**config.mk**
```make
export PLATFORM = sky130hd
export DESIGN_NAME = mono_raster_gen
export DESIGN_NICKNAME = d
export VERILOG_FILES = /design/src/rtl/mono_raster_gen.sv
export SDC_FILE = /design/constraint.sdc
export NUM_CORES = 1
export LEC_CHECK = 0
export CAP_MARGIN = 30
export CORE_ASPECT_RATIO = 1.75
export CORE_MARGIN = 4
export CORE_UTILIZATION = 60
export DETAILED_ROUTE_END_ITERATION = 10
export GPL_ROUTABILITY_DRIVEN = 0
export PLACE_DENSITY = 0.84
export SETUP_SLACK_MARGIN = 0.02
export SLEW_MARGIN = 20
export SYNTH_ARGS = -nofsm -noshare
export SYNTH_HDL_FRONTEND = slang
export SYNTH_SLANG_ARGS = --single-unit
```
**constraint.sdc**
```tcl
create_clock -name clk -period 5.1 [get_ports clk]
set_clock_uncertainty 0.1 [all_clocks]
set_input_delay 1.02 -clock clk [delete_from_list [all_inputs] [get_ports clk]]
set_output_delay 1.02 -clock clk [all_outputs]
set_load 0.01 [all_outputs]
```
**src/rtl/mono_raster_gen.sv**
```systemverilog
module mono_raster_gen #(
  parameter int SLOTS     = 44,
  parameter int PIC_SLOTS = 32,
  parameter int HS_START  = 36,
  parameter int HS_END    = 38,
  parameter int LINES     = 370,
  parameter int PIC_LINES = 342,
  parameter int VS_START  = 353,
  parameter int VS_END    = 356,
  parameter int RD_LAT    = 1,
  parameter int ADDR_W    = 16,
  parameter logic [ADDR_W-1:0] MAIN_BASE = 16'hD380,
  parameter logic [ADDR_W-1:0] ALT_BASE  = 16'h9380
) (
  input  logic              clk,
  input  logic              rst_n,
  input  logic              buf_sel_i,
  output logic              mem_req_o,
  output logic [ADDR_W-1:0] mem_addr_o,
  input  logic [15:0]       mem_data_i,
  output logic              pix_o,
  output logic              active_o,
  output logic              blank_o,
  output logic              csync_o,
  output logic              frame_o
);
  localparam int SLOT_W = $clog2(SLOTS);
  localparam int LINE_W = $clog2(LINES);

  logic [3:0]        pix;
  logic [SLOT_W-1:0] slot, dslot;
  logic [LINE_W-1:0] line, dline;
  logic              dvalid, sel_q;
  logic [ADDR_W-1:0] addr;
  logic [15:0]       pre, sh;
  logic [RD_LAT-1:0] vpipe;

  wire last_pix  = pix == 4'd15;
  wire last_slot = slot == SLOT_W'(SLOTS - 1);
  wire last_line = line == LINE_W'(LINES - 1);
  wire fetch_pic = (slot < SLOT_W'(PIC_SLOTS)) && (line < LINE_W'(PIC_LINES));

  assign mem_req_o  = fetch_pic && pix == 4'd0;
  assign mem_addr_o = addr;

  always_ff @(posedge clk) begin
    if (!rst_n) begin
      pix  <= '0;
      slot <= '0;
      line <= '0;
    end else begin
      pix <= pix + 4'd1;
      if (last_pix) begin
        slot <= last_slot ? '0 : slot + 1'b1;
        if (last_slot) line <= last_line ? '0 : line + 1'b1;
      end
    end
  end

  always_ff @(posedge clk) begin
    if (!rst_n) addr <= MAIN_BASE;
    else if (last_pix && last_slot && last_line) addr <= sel_q ? ALT_BASE : MAIN_BASE;
    else if (mem_req_o) addr <= addr + 1'b1;
  end

  always_ff @(posedge clk) begin
    if (!rst_n) begin
      vpipe <= '0;
      pre   <= '0;
    end else begin
      vpipe <= RD_LAT'({vpipe, mem_req_o});
      if (vpipe[RD_LAT-1]) pre <= mem_data_i;
    end
  end

  always_ff @(posedge clk) begin
    if (!rst_n) begin
      dvalid <= 1'b0;
      dslot  <= '0;
      dline  <= '0;
      sh     <= '0;
    end else if (last_pix) begin
      dvalid <= 1'b1;
      dslot  <= slot;
      dline  <= line;
      sh     <= fetch_pic ? pre : 16'h0000;
    end else begin
      sh <= sh >> 1;
    end
  end

  always_ff @(posedge clk) begin
    if (!rst_n) sel_q <= 1'b0;
    else if (frame_o) sel_q <= buf_sel_i;
  end

  wire hs_zone = (dslot >= SLOT_W'(HS_START)) && (dslot < SLOT_W'(HS_END));
  wire vs_zone = (dline >= LINE_W'(VS_START)) && (dline < LINE_W'(VS_END));

  assign active_o = dvalid && (dslot < SLOT_W'(PIC_SLOTS)) && (dline < LINE_W'(PIC_LINES));
  assign csync_o  = dvalid && (vs_zone ? !hs_zone : hs_zone);
  assign blank_o  = !active_o && !csync_o;
  assign pix_o    = sh[0];
  assign frame_o  = dvalid && dslot == '0 && dline == '0 && pix == 4'd0;

  assert_single_req_R6: assert property (@(posedge clk) disable iff (!rst_n)
    mem_req_o |=> !mem_req_o);
  assert_addr_step_R6: assert property (@(posedge clk) disable iff (!rst_n)
    (mem_req_o && slot != '0) |-> mem_addr_o == $past(mem_addr_o, 16) + 1'b1);
  assert_sync_outside_picture_R4: assert property (@(posedge clk) disable iff (!rst_n)
    active_o |-> !csync_o);
  assert_dark_outside_picture_R9: assert property (@(posedge clk) disable iff (!rst_n)
    !active_o |-> !pix_o);
  assert_frame_pulse_R2: assert property (@(posedge clk) disable iff (!rst_n)
    frame_o |=> !frame_o);
endmodule

```
**After elaboration in Yosys (flattened, before gate mapping)**

Index checks and enable logic that the tools add are counted.

- Bits in registers: 85
- Latch bits: 0
- RAM bits: 0
- Bits in read-only memories: 0
- Input port bits: 19
- Word-level logic and storage cells: 57
- Memories: 0

- $add $sub $neg: 4
- Multipliers: 0
- Divide/modulo/power cells: 0
- Magnitude comparators: 8
- Eq/ne operators: 3
- Shift operators: 0
- Multiplexer cells: 8
- Bitwise logic cells: 0
- Reductions and logical operators: 22

Operators by type and width:

| operator | count |
|---|---|
| $mux 15 | 3 |
| $mux 16 | 2 |
| $lt 9x9->1 const B | 3 |
| $lt 6x6->1 const B | 3 |
| $add 16x1->16 const B | 1 |
| $logic_and 1x1->1 | 13 |
| $add 9x1->9 const B | 1 |
| $eq 9x9->1 const B | 1 |
| $ge 9x9->1 const B | 1 |
| $logic_not 9->1 | 1 |
| $mux 9 | 1 |
| $add 6x1->6 const B | 1 |
| $eq 6x6->1 const B | 1 |
| $ge 6x6->1 const B | 1 |
| $logic_not 6->1 | 1 |
| $mux 6 | 1 |
| $add 4x1->4 const B | 1 |
| $eq 4x4->1 const B | 1 |
| $logic_not 4->1 | 1 |
| $logic_not 1->1 | 3 |
| $reduce_and 3->1 | 1 |
| $reduce_and 2->1 | 1 |
| $reduce_bool 2->1 | 1 |
| $mux 1 | 1 |

**Longest topological paths before layout**

Gate-level depths: netlist of the first run.

- Depth in word-level cells: 7
- Depth in mapped cells: 9
- Mapped depth without buffers: 8

**Worst setup path after synthesis of the first run**

OpenSTA, ideal clock, no wires.

- Kind: register to output
- Start: register dline[2]
- End: output port blank_o
- Arrival time: 1.454 ns
- Setup slack: 2.526 ns
- Stages on the path, launching flop included: 6
- Buffers on the path: 0
- Path through: dfxtp_1 > or3_1 > nor4_1 > xnor2_1 > and2_1 > nor2_1

- Cells in the longest elaborated chain, start to end: 6
- Elaborated cells between the ends (all ways): 10

RTL lines:

| element | RTL line | RTL |
|---|---|---|
| start, declared | 32 | `logic [LINE_W-1:0] line, dline;` |
| start signal, assigned | 85 | `dline <= line;` |
| $ge 9x9->1 / $lt 9x9->1 (equally long branches) | 98 | `wire vs_zone = (dline >= LINE_W'(VS_START)) && (dline < LINE_W'(VS_END));` |
| $logic_and 1x1->1 (*) | 98 |  |
| $mux 1 (*) | 101 | `assign csync_o = dvalid && (vs_zone ? !hs_zone : hs_zone);` |
| $logic_and 1x1->1 (*) | 101 |  |
| net csync_o | 24 | `output logic csync_o,` |
| $logic_not 1->1 (*) | 102 | `assign blank_o = !active_o && !csync_o;` |
| $logic_and 1x1->1 (*) | 102 |  |
| end, declared | 23 | `output logic blank_o,` |

The timed path passes the listed nets; every way through them passes the cells marked *.

**Worst setup path after layout of the first run**

- Start: register pix[0]
- End: output port mem_req_o

- Cells in the longest elaborated chain, start to end: 2

RTL lines:

| element | RTL line | RTL |
|---|---|---|
| start, declared | 30 | `logic [3:0] pix;` |
| start signal, assigned | 52 | `pix <= pix + 4'd1;` |
| $logic_not 4->1 | 43 | `assign mem_req_o = fetch_pic && pix == 4'd0;` |
| $logic_and 1x1->1 | 43 |  |
| end, declared | 18 | `output logic mem_req_o,` |

No other way between the ends.

==> qor.yml, run 1 <==
status: "completed"
grt_usage: 0.2101
hold_viol_final: 0
syn-cell-area_um2: 3684
n_antenna_cell: 0
port_buffers: 40
report.final.slew_viol_count: 0
cap_violations: 0
synth_area_per_cell_um2: 9.397
n_fill_cell: 485
hpwl_um: 5182
fin_crit_ns: 3.481
cts_buffers: 9
ys_seq_elements: 85
cp.arrival_ns: 2.36
syn_nets: 417
area_growth_pct: 16.85
cts.repair.resized: 0
finalCoreUtilization: 0.7264
drive_above_1_share: 0.06047
syn_inst: 392
path_class: "reg -> out"
holdCritPathClass: "reg -> reg"
dieArea_um2: 7506
ys_seq_area_frac: 0.4620
wire_per_inst_um: 14.31
ios: 41
core-area_um2: 5926
cts_hold_buf: 0
grt_start_max_net_pins: 44
drt-total-wl_um: 7272
power_density_nw_per_um2: 286.7
endpoint_kind: "output port"
crit_fanout: 10
rsz0062_at_grt: "no"
fp.dieH_um: 111.7
fp.dieW_um: 67.23
grt_pass1_vias: 2740
grt_antenna_before_repair: 0
worst_pin_slew_ns: 0.9299
finalSetupViolations: 0
synth_cell_types: 47
first_iter_violations: 187
root_buffer: "clkbuf_8"
setup_tns_ns: 0
crit_required_ns: 3.98
drt_pass1_iterations: 4
detailed_place.area_um2: 4108
cts.clk_slew.worst_paths_ns: 0.07
insertion_delay_ns: 0.35
irDropWorstVdd_uv: 274.1
cts_setup_buffers: 0
leakage_nw: 1.477
worst_setup_path_start_kind: "flip-flop"
yosysWarningCount: 0
clkSinkCount: 85
drc: 0
synth-edff-count: 0
antenna_left: 0
final_cell_area_um2: 4304
cts_tree: "yes"
nNetsFinal: 451
reg2regPathDepth: 6
row_count: 37
via_per_inst: 5.632
grt_pass1_wl_um: 12250
cts_buffer_depth: 2
htreeDepth: 3
async_flop_share: 0
start_util: 0.6216
final_cells: 508
vias: 2861
grt_overflow_total: 0
holdPathStages: 1
post-route-period-util: 0.6826
slew_headroom: 0.3792
fmax_mhz: 287.3
dp.cells: 493
synth_ff_type: "dfxtp_1"
critical path: stages, from the launching register on:
cell and delay, ns:
dfxtp_1 0.33, inv_1 0.06, ha_1 0.14, nor3b_4 0.26, o211ai_4 0.19, or2_1 0.32
inv_1 0.15, clkdlybuf4s50_1 0.56
cells in the mapped netlist (7+ instances only):
cell	n	area (um^2)
inv_1	7	26.28
xnor2_1	15	131.4
a21boi_0	17	127.6
clkbuf_1	13	48.80
xor2_1	8	70.07
nor2b_1	35	219.0
nand3_1	10	50.05
nor4_1	8	50.05
nor2_1	21	78.83
a22oi_1	15	112.6
mux2i_1	17	170.2
dfxtp_1	85	1702
nand2_1	50	187.7
and2_1	12	75.07
a21oi_1	9	45.04
placed cells by master (no fill, tap or decap), drive strengths merged, types with 2 or more instances in the layout:
cell	count
dfxtp	85
nand2	50
clkdlybuf4s50	40
nor2b	35
nor2	21
a21boi	17
mux2i	17
xnor2	15
a22oi	15
clkbuf	15
and2	12
nand3	11
a21oi	10
nor4	10
xor2	8
inv	7
nor3	7
nand4	6
ha	6
and3	4
and4	4
or3	3
nand2b	3
nand4b	3
a211oi	3
buf	3
nor4b	2
o21ai	2
nand3b	2
nor3b	2
or2	2
metrics by stage:
step           setup slack (ns)  power [mW]  hold slack, ns
6_report                  1.619       1.234          0.3720
3_3_place_gp              2.013      0.7913          0.3533
3_5_place_dp              1.972      0.7939          0.3613
2_1_floorplan             2.526      0.7625          0.3365
5_1_grt                   1.495       1.284          0.3955
4_1_cts                   1.587       1.247          0.3732
report_power, final:
| group | leakage [nW] | internal (mW) | switching (mW) |
|---|---|---|---|
| registers | 0.688 | 0.678 | 0.0166 |
| clock network | 0.102 | 0.241 | 0.216 |
| logic | 0.687 | 0.0485 | 0.0338 |
| total | 1.48 | 0.968 | 0.266 |
flip-flops by register name, summed over array words and instances (netlist names):
register	count
pre	16
vpipe	1
line	9
pix	4
dline	9
dslot	6
mem_addr_o	16
sh	16
sel_q	1
slot	6
dvalid	1
final cells by class:
class,count,area [um^2],share of cell area
Inverter,7,26.28,0.006105
Tap cell,78,97.59,0.02267
Multi-Input combinational cell,280,1859,0.4320
Timing Repair Buffer,43,422.9,0.09826
Clock buffer,15,196.4,0.04564
Sequential cell,85,1702,0.3953
logic make-up (layout without fill, tap and decap cells):
kind of cell	Yosys count	in the layout	synth area share
muxes	17	17	0.04619
buffers and inverters	27	65	0.03329
AOI/OAI and AO/OA	55	55	0.1107
xor gates and xnor gates	23	23	0.05469
and+or+nand+nor	179	179	0.2728
DFF	85	85	0.4620
adders and majority gates	6	6	0.02038
metal layers:
metal	GRT usage	part of all wire	vias up
li1	-	-	1411
met1	0.2318	0.39	1358
met2	0.3620	0.54	73
met3	0.05146	0.038	19
met4	0.1030	0.028	0
met5	0	0	-
path summary, 6_finish.rpt:
path                from   endpoint  slack [ns]
hold / removal    pix[0]     pix[0]        0.37
setup / recovery  pix[0]  mem_req_o        1.62
setup reg to reg  pix[0]    line[7]        2.22
hold reg to reg   pix[0]     pix[0]        0.37
Power figures use the tool's default switching activity.
==> inputs of run 2 (changes only) <==
- CORE_UTILIZATION: 60 -> 56
- PLACE_DENSITY: 0.84 -> 0.79
- clock period: 5.1 -> 3.3 ns (I/O delays scaled with it)
==> run 2 against run 1 <==
Against the previous run:
- combinational power up 60%
- worst hold slack lost 0.0088 ns
- critical path depth fell by 1
- sequential share of layout area shrank 0.64 points
- critical path type unchanged
- critical endpoint is now frame_o
==> qor.yml, run 2 (synthesized netlist as in run 1, its figures left out) <==
status: "completed"
ios: 41  # unchanged
detailed_place.area_um2: 4133  # +0.61%
row_count: 38  # +2.7%
dieArea_um2: 7991  # +6.5%
mostFrequentLayoutCells: "dfxtp_1, nand2_1, clkdlybuf4s50_1"
cts_buffers: 9  # unchanged
irDropWorstVdd_uv: 349.3  # +27%
drc: 0  # unchanged
p_comb_frac: 0.063  # -0.004
cts_buffer_depth: 2  # unchanged
grt_start_max_net_pins: 39  # -11%
core-area_um2: 6276  # +5.9%
crit_required_ns: 2.54  # -1.44 ns
endpoint_kind: "output port"
power_density_nw_per_um2: 476.1  # +66%
post-route-period-util: 0.9527
finalCoreUtilization: 0.6972  # -0.02918
port_buffers: 40  # unchanged
vias: 2873  # +0.42%
hpwl_um: 5197  # +0.28%
wire_per_inst_um: 14.58  # +1.8%
fp.dieH_um: 115.3  # +3.3%
fmax_mhz: 318.1
drt_pass1_iterations: 4  # unchanged
reg2regPathDepth: 6  # unchanged
rsz0062_at_grt: "no"
crit_fanout: 4  # -6
area_growth_pct: 18.78
start_util: 0.5869  # -0.03470
first_iter_violations: 250  # +34%
seqPwrFrac: 0.516  # -0.047
grt_pass1_wl_um: 12930  # +5.6%
setup_tns_ns: 0  # unchanged
root_buffer: "clkbuf_8"
clkSinkCount: 85  # unchanged
leakage_nw: 1.513  # +2.4%
n_antenna_cell: 0  # unchanged
drt-total-wl_um: 7494  # +3.1%
cts_hold_buf: 0  # unchanged
via_per_inst: 5.589  # -0.75%
worst_pin_slew_ns: 0.9222  # -0.007654 ns
fin_crit_ns: 3.144
insertion_delay_ns: 0.36  # about the same
worst_setup_path_start_kind: "flip-flop"
nNetsFinal: 454  # +0.67%
grt_pass1_vias: 2802  # +2.3%
holdPathStages: 2  # +1
final_common_cell: "dfxtp_1"
fp.dieW_um: 69.31  # +3.1%
htreeDepth: 3  # unchanged
cp.arrival_ns: 2.38  # +0.02 ns
slew_headroom: 0.3844  # +0.005110
drive_above_1_share: 0.06912  # +0.008659
grt_usage: 0.2018  # -0.008296
finalSetupViolations: 0  # unchanged
antenna_left: 0  # unchanged
holdCritPathClass: "reg -> reg"
hold_viol_final: 0  # unchanged
path_class: "reg -> out"
internal-power_mw: 1.648  # +70%
cap_violations: 0  # unchanged
final_cell_area_um2: 4375  # +1.7%
report.final.slew_viol_count: 0  # unchanged
grt_antenna_before_repair: 0  # unchanged
cts.clk_slew.worst_paths_ns: 0.08  # about the same
cts_tree: "yes"
netSwitchingPower_mw: 0.4351  # +64%
p_clk_frac: 0.421  # +0.051
switching_share: 0.2089  # -0.006629
p_total_mw: 2.083  # +69%
grt_overflow_total: 0  # unchanged
run 2: layout make-up:
type / instances / area, um^2
repair buffers: 46 / 445.4
well taps: 80 / 100.1
clock inverters: 4 / 95.09
clock buffers: 12 / 145.1
flip-flops and latches: 85 / 1702
inverters: 7 / 26.28
multi-input cells: 280 / 1862
fillers: 514 / 1901
run 2: power by group through the flow:
stage | Combinational, mW | Clock (mW) | Sequential [mW]
4_1_cts | 0.132 | 0.892 | 1.07
3_3_place_gp | 0.127 | 0 | 1.10
5_1_grt | 0.145 | 0.939 | 1.08
2_1_floorplan | 0.0910 | 0 | 1.09
3_5_place_dp | 0.132 | 0 | 1.10
6_report | 0.132 | 0.877 | 1.07
run 2: final timing paths:
kind         startpoint  endpoint  slack [ns]
max reg2reg     slot[0]   line[1]        0.92
min            dslot[3]  dslot[3]        0.36
max              pix[0]   frame_o        0.16
min reg2reg    dslot[3]  dslot[3]        0.36
run 2: through the flow:
stage	hold slack, ns	worst slack, ns	std cells
3_3_place_gp	0.3524	0.5590	498
2_1_floorplan	0.3365	1.086	392
5_1_grt	0.3857	0.02807	514
6_report	0.3632	0.1560	514
3_5_place_dp	0.3566	0.4778	498
4_1_cts	0.3678	0.06270	514
run 2: what timing repair did:
item / CTS / global route
endpoints found under the setup margin: 0 / 1
buffers inserted: 0 / 0
hold endpoints to repair: 0 / 0
gates resized for setup: 0 / 1
run 2: routing by layer:
layer	up-vias	routed length, um	GRT usage
met2	60	4063	0.3776
met3	18	281	0.04724
met4	0	190	0.09648
met1	1368	2959	0.2097
met5	-	0	0
li1	1427	-	-
run 2: critical path, cell delays in order, from the launching register on:
cell,delay [ns]
dfxtp_1,0.34
inv_1,0.07
ha_1,0.14
nor3b_4,0.28
nand4_1,0.16
nor4_1,0.42
clkdlybuf4s50_1,0.62
==> inputs of run 3 (changes only) <==
- CORE_ASPECT_RATIO: 1.75 -> 1.1
- CORE_UTILIZATION: 56 -> 49
- PLACE_DENSITY: 0.79 -> 0.71
==> run 3 against run 2 <==
Against the previous run:
- first-iteration DRC count shrank 73%
- largest power group unchanged
- routed wire length is 7.4% lower
- via count shrank 3.7%
- non-clock buffer count is the same
- maximum frequency increased by 1.8%
- setup slack improved by 0.055 ns
- utilization down 9.3 points
- global-route usage is 3.9 points lower
- critical path type unchanged
- sequential power about the same
- die area grew 12%
==> qor.yml, run 3 (synthesized netlist as in run 1, its figures left out) <==
reg2reg_setup_slack_ns: 0.81  # -0.11 ns
cts.clk_slew.worst_paths_ns: 0.09  # about the same
switching_share: 0.2556  # +0.04670
irDropWorstVdd_uv: 225.3  # -36%
power_density_nw_per_um2: 439.8  # -7.6%
wire_per_inst_um: 13.38  # -8.2%
seqPwrFrac: 0.564  # +0.048
core-area_um2: 7167  # +14%
n_antenna_cell: 0  # unchanged
final_common_cell: "dfxtp_1"
start_util: 0.5140  # -0.07296
final_cell_area_um2: 4332  # -1.0%
fin_crit_ns: 3.089  # -0.05529 ns
fmax_mhz: 323.8  # +1.8%
insertion_delay_ns: 0.35  # about the same
port_buffers: 40  # unchanged
p_comb_frac: 0.069  # +0.006
rsz0062_at_grt: "no"
drive_above_1_share: 0.07373  # +0.004608
finalWorstSetupSlack_ns: 0.2113  # +0.05529 ns
netSwitchingPower_mw: 0.4869  # +12%
worst_setup_path_start_kind: "flip-flop"
hold_ws_ns: 0.3666  # +0.003459 ns
ios: 41  # unchanged
fp.dieW_um: 90.67  # +31%
dieArea_um2: 8970  # +12%
mostFrequentLayoutCells: "dfxtp_1, nand2_1, clkdlybuf4s50_1"
antenna_left: 0  # unchanged
dp.cells: 503  # +1.0%
post-route-period-util: 0.9360  # -0.01675
path_class: "reg -> out"
setup_tns_ns: 0  # unchanged
n_fill_cell: 654  # +27%
drt-total-wl_um: 6943  # -7.4%
pre_cts_slack_ns: 0.5207  # +0.04296 ns
cts_buffers: 9  # unchanged
grt_usage: 0.1632  # -0.03857
drt_pass1_iterations: 4  # unchanged
crit_required_ns: 2.54  # about the same
worst_pin_slew_ns: 0.9268  # +0.004633 ns
area_growth_pct: 17.59
finalSetupViolations: 0  # unchanged
cts_buffer_depth: 2  # unchanged
holdCritPathClass: "reg -> reg"
final_cells: 519  # +0.97%
vias: 2766  # -3.7%
first_iter_violations: 67  # -73%
clkSinkCount: 85  # unchanged
detailed_place.area_um2: 4139  # +0.15%
via_per_inst: 5.329  # -4.7%
internal-power_mw: 1.418  # -14%
cts_hold_buf: 0  # unchanged
leakage_nw: 1.484  # -1.9%
cp.arrival_ns: 2.33  # -0.05 ns
hold_viol_final: 0  # unchanged
row_count: 32  # -16%
crit_fanout: 10  # +6
grt_start_max_net_pins: 34  # -13%
grt_overflow_total: 0  # unchanged
root_buffer: "clkbuf_8"
endpoint_kind: "output port"
grt_pass1_wl_um: 12140  # -6.1%
report.final.slew_viol_count: 0  # unchanged
p_clk_frac: 0.366  # -0.055
grt_pass1_vias: 2724  # -2.8%
nNetsFinal: 454  # unchanged
slew_headroom: 0.3813  # -0.003093
fp.dieH_um: 98.94  # -14%
hpwl_um: 4879  # -6.1%
drc: 0  # unchanged
grt_antenna_before_repair: 0  # unchanged
htreeDepth: 3  # unchanged
cap_violations: 0  # unchanged
cts_tree: "yes"
status: "completed"
## run 3: cell types whose count changed in the layout (fill, tap and decap cells not counted), sizes merged
cell	delta
clkbuf	-3
bufinv	-3
clkinvlp	+2
inv	+4
## run 3: layer usage
layer  up-vias  routed length (um)  GRT usage
li1       1428                   -          -
met1      1290                3321     0.1992
met2        43                3286     0.2790
met3         5                 274    0.03282
met4         0                  61    0.07067
met5         -                   0          0
## run 3: timing repair
item,4_1_cts,5_1_grt
gates resized for setup,0,1
setup buffers,0,0
hold endpoints to repair,0,0
setup endpoints to repair,0,1
## run 3: worst max-delay path, cell delays in order (launching register included)
cell and delay, ns:
dfxtp_1 0.34, inv_1 0.06, ha_1 0.14, nor3b_4 0.27, o211ai_4 0.20, or2_4 0.30
inv_1 0.12, clkdlybuf4s50_1 0.55
## run 3: path summary, 6_finish.rpt
path                 start   endpoint  depth (start not counted)
setup / recovery    pix[0]  mem_req_o                          7
hold / removal    dslot[4]   dslot[4]                          2
setup reg to reg   slot[0]    line[3]                          7
hold reg to reg   dslot[4]   dslot[4]                          2
## run 3: power by group through the flow
stage                     combinational, mW  sequential (mW)  clock [mW]
final                                 0.132             1.08       0.698
after global routing                  0.144             1.08       0.763
after CTS                             0.132             1.08       0.724
after detailed placement              0.132             1.10           0
after global placement                0.129             1.10           0
after floorplan                      0.0910             1.09           0
## run 3: layout make-up
type / instances / area [um^2] / share of cell area
Clock inverter: 7 / 66.31 / 0.01531
Multi-Input combinational cell: 280 / 1862 / 0.4298
Sequential cell: 85 / 1702 / 0.3928
Clock buffer: 9 / 123.9 / 0.02860
Inverter: 7 / 26.28 / 0.006066
Timing Repair Buffer: 46 / 445.4 / 0.1028
Tap cell: 85 / 106.4 / 0.02455
## run 3: per-stage QoR
| step | power (mW) | utilization |
|---|---|---|
| after floorplan | 1.178 | - |
| after global placement | 1.228 | 0.5775 |
| after detailed placement | 1.231 | 0.5775 |
| after CTS | 1.932 | 0.6041 |
| after global routing | 1.987 | 0.6044 |
| final | 1.905 | 0.6044 |
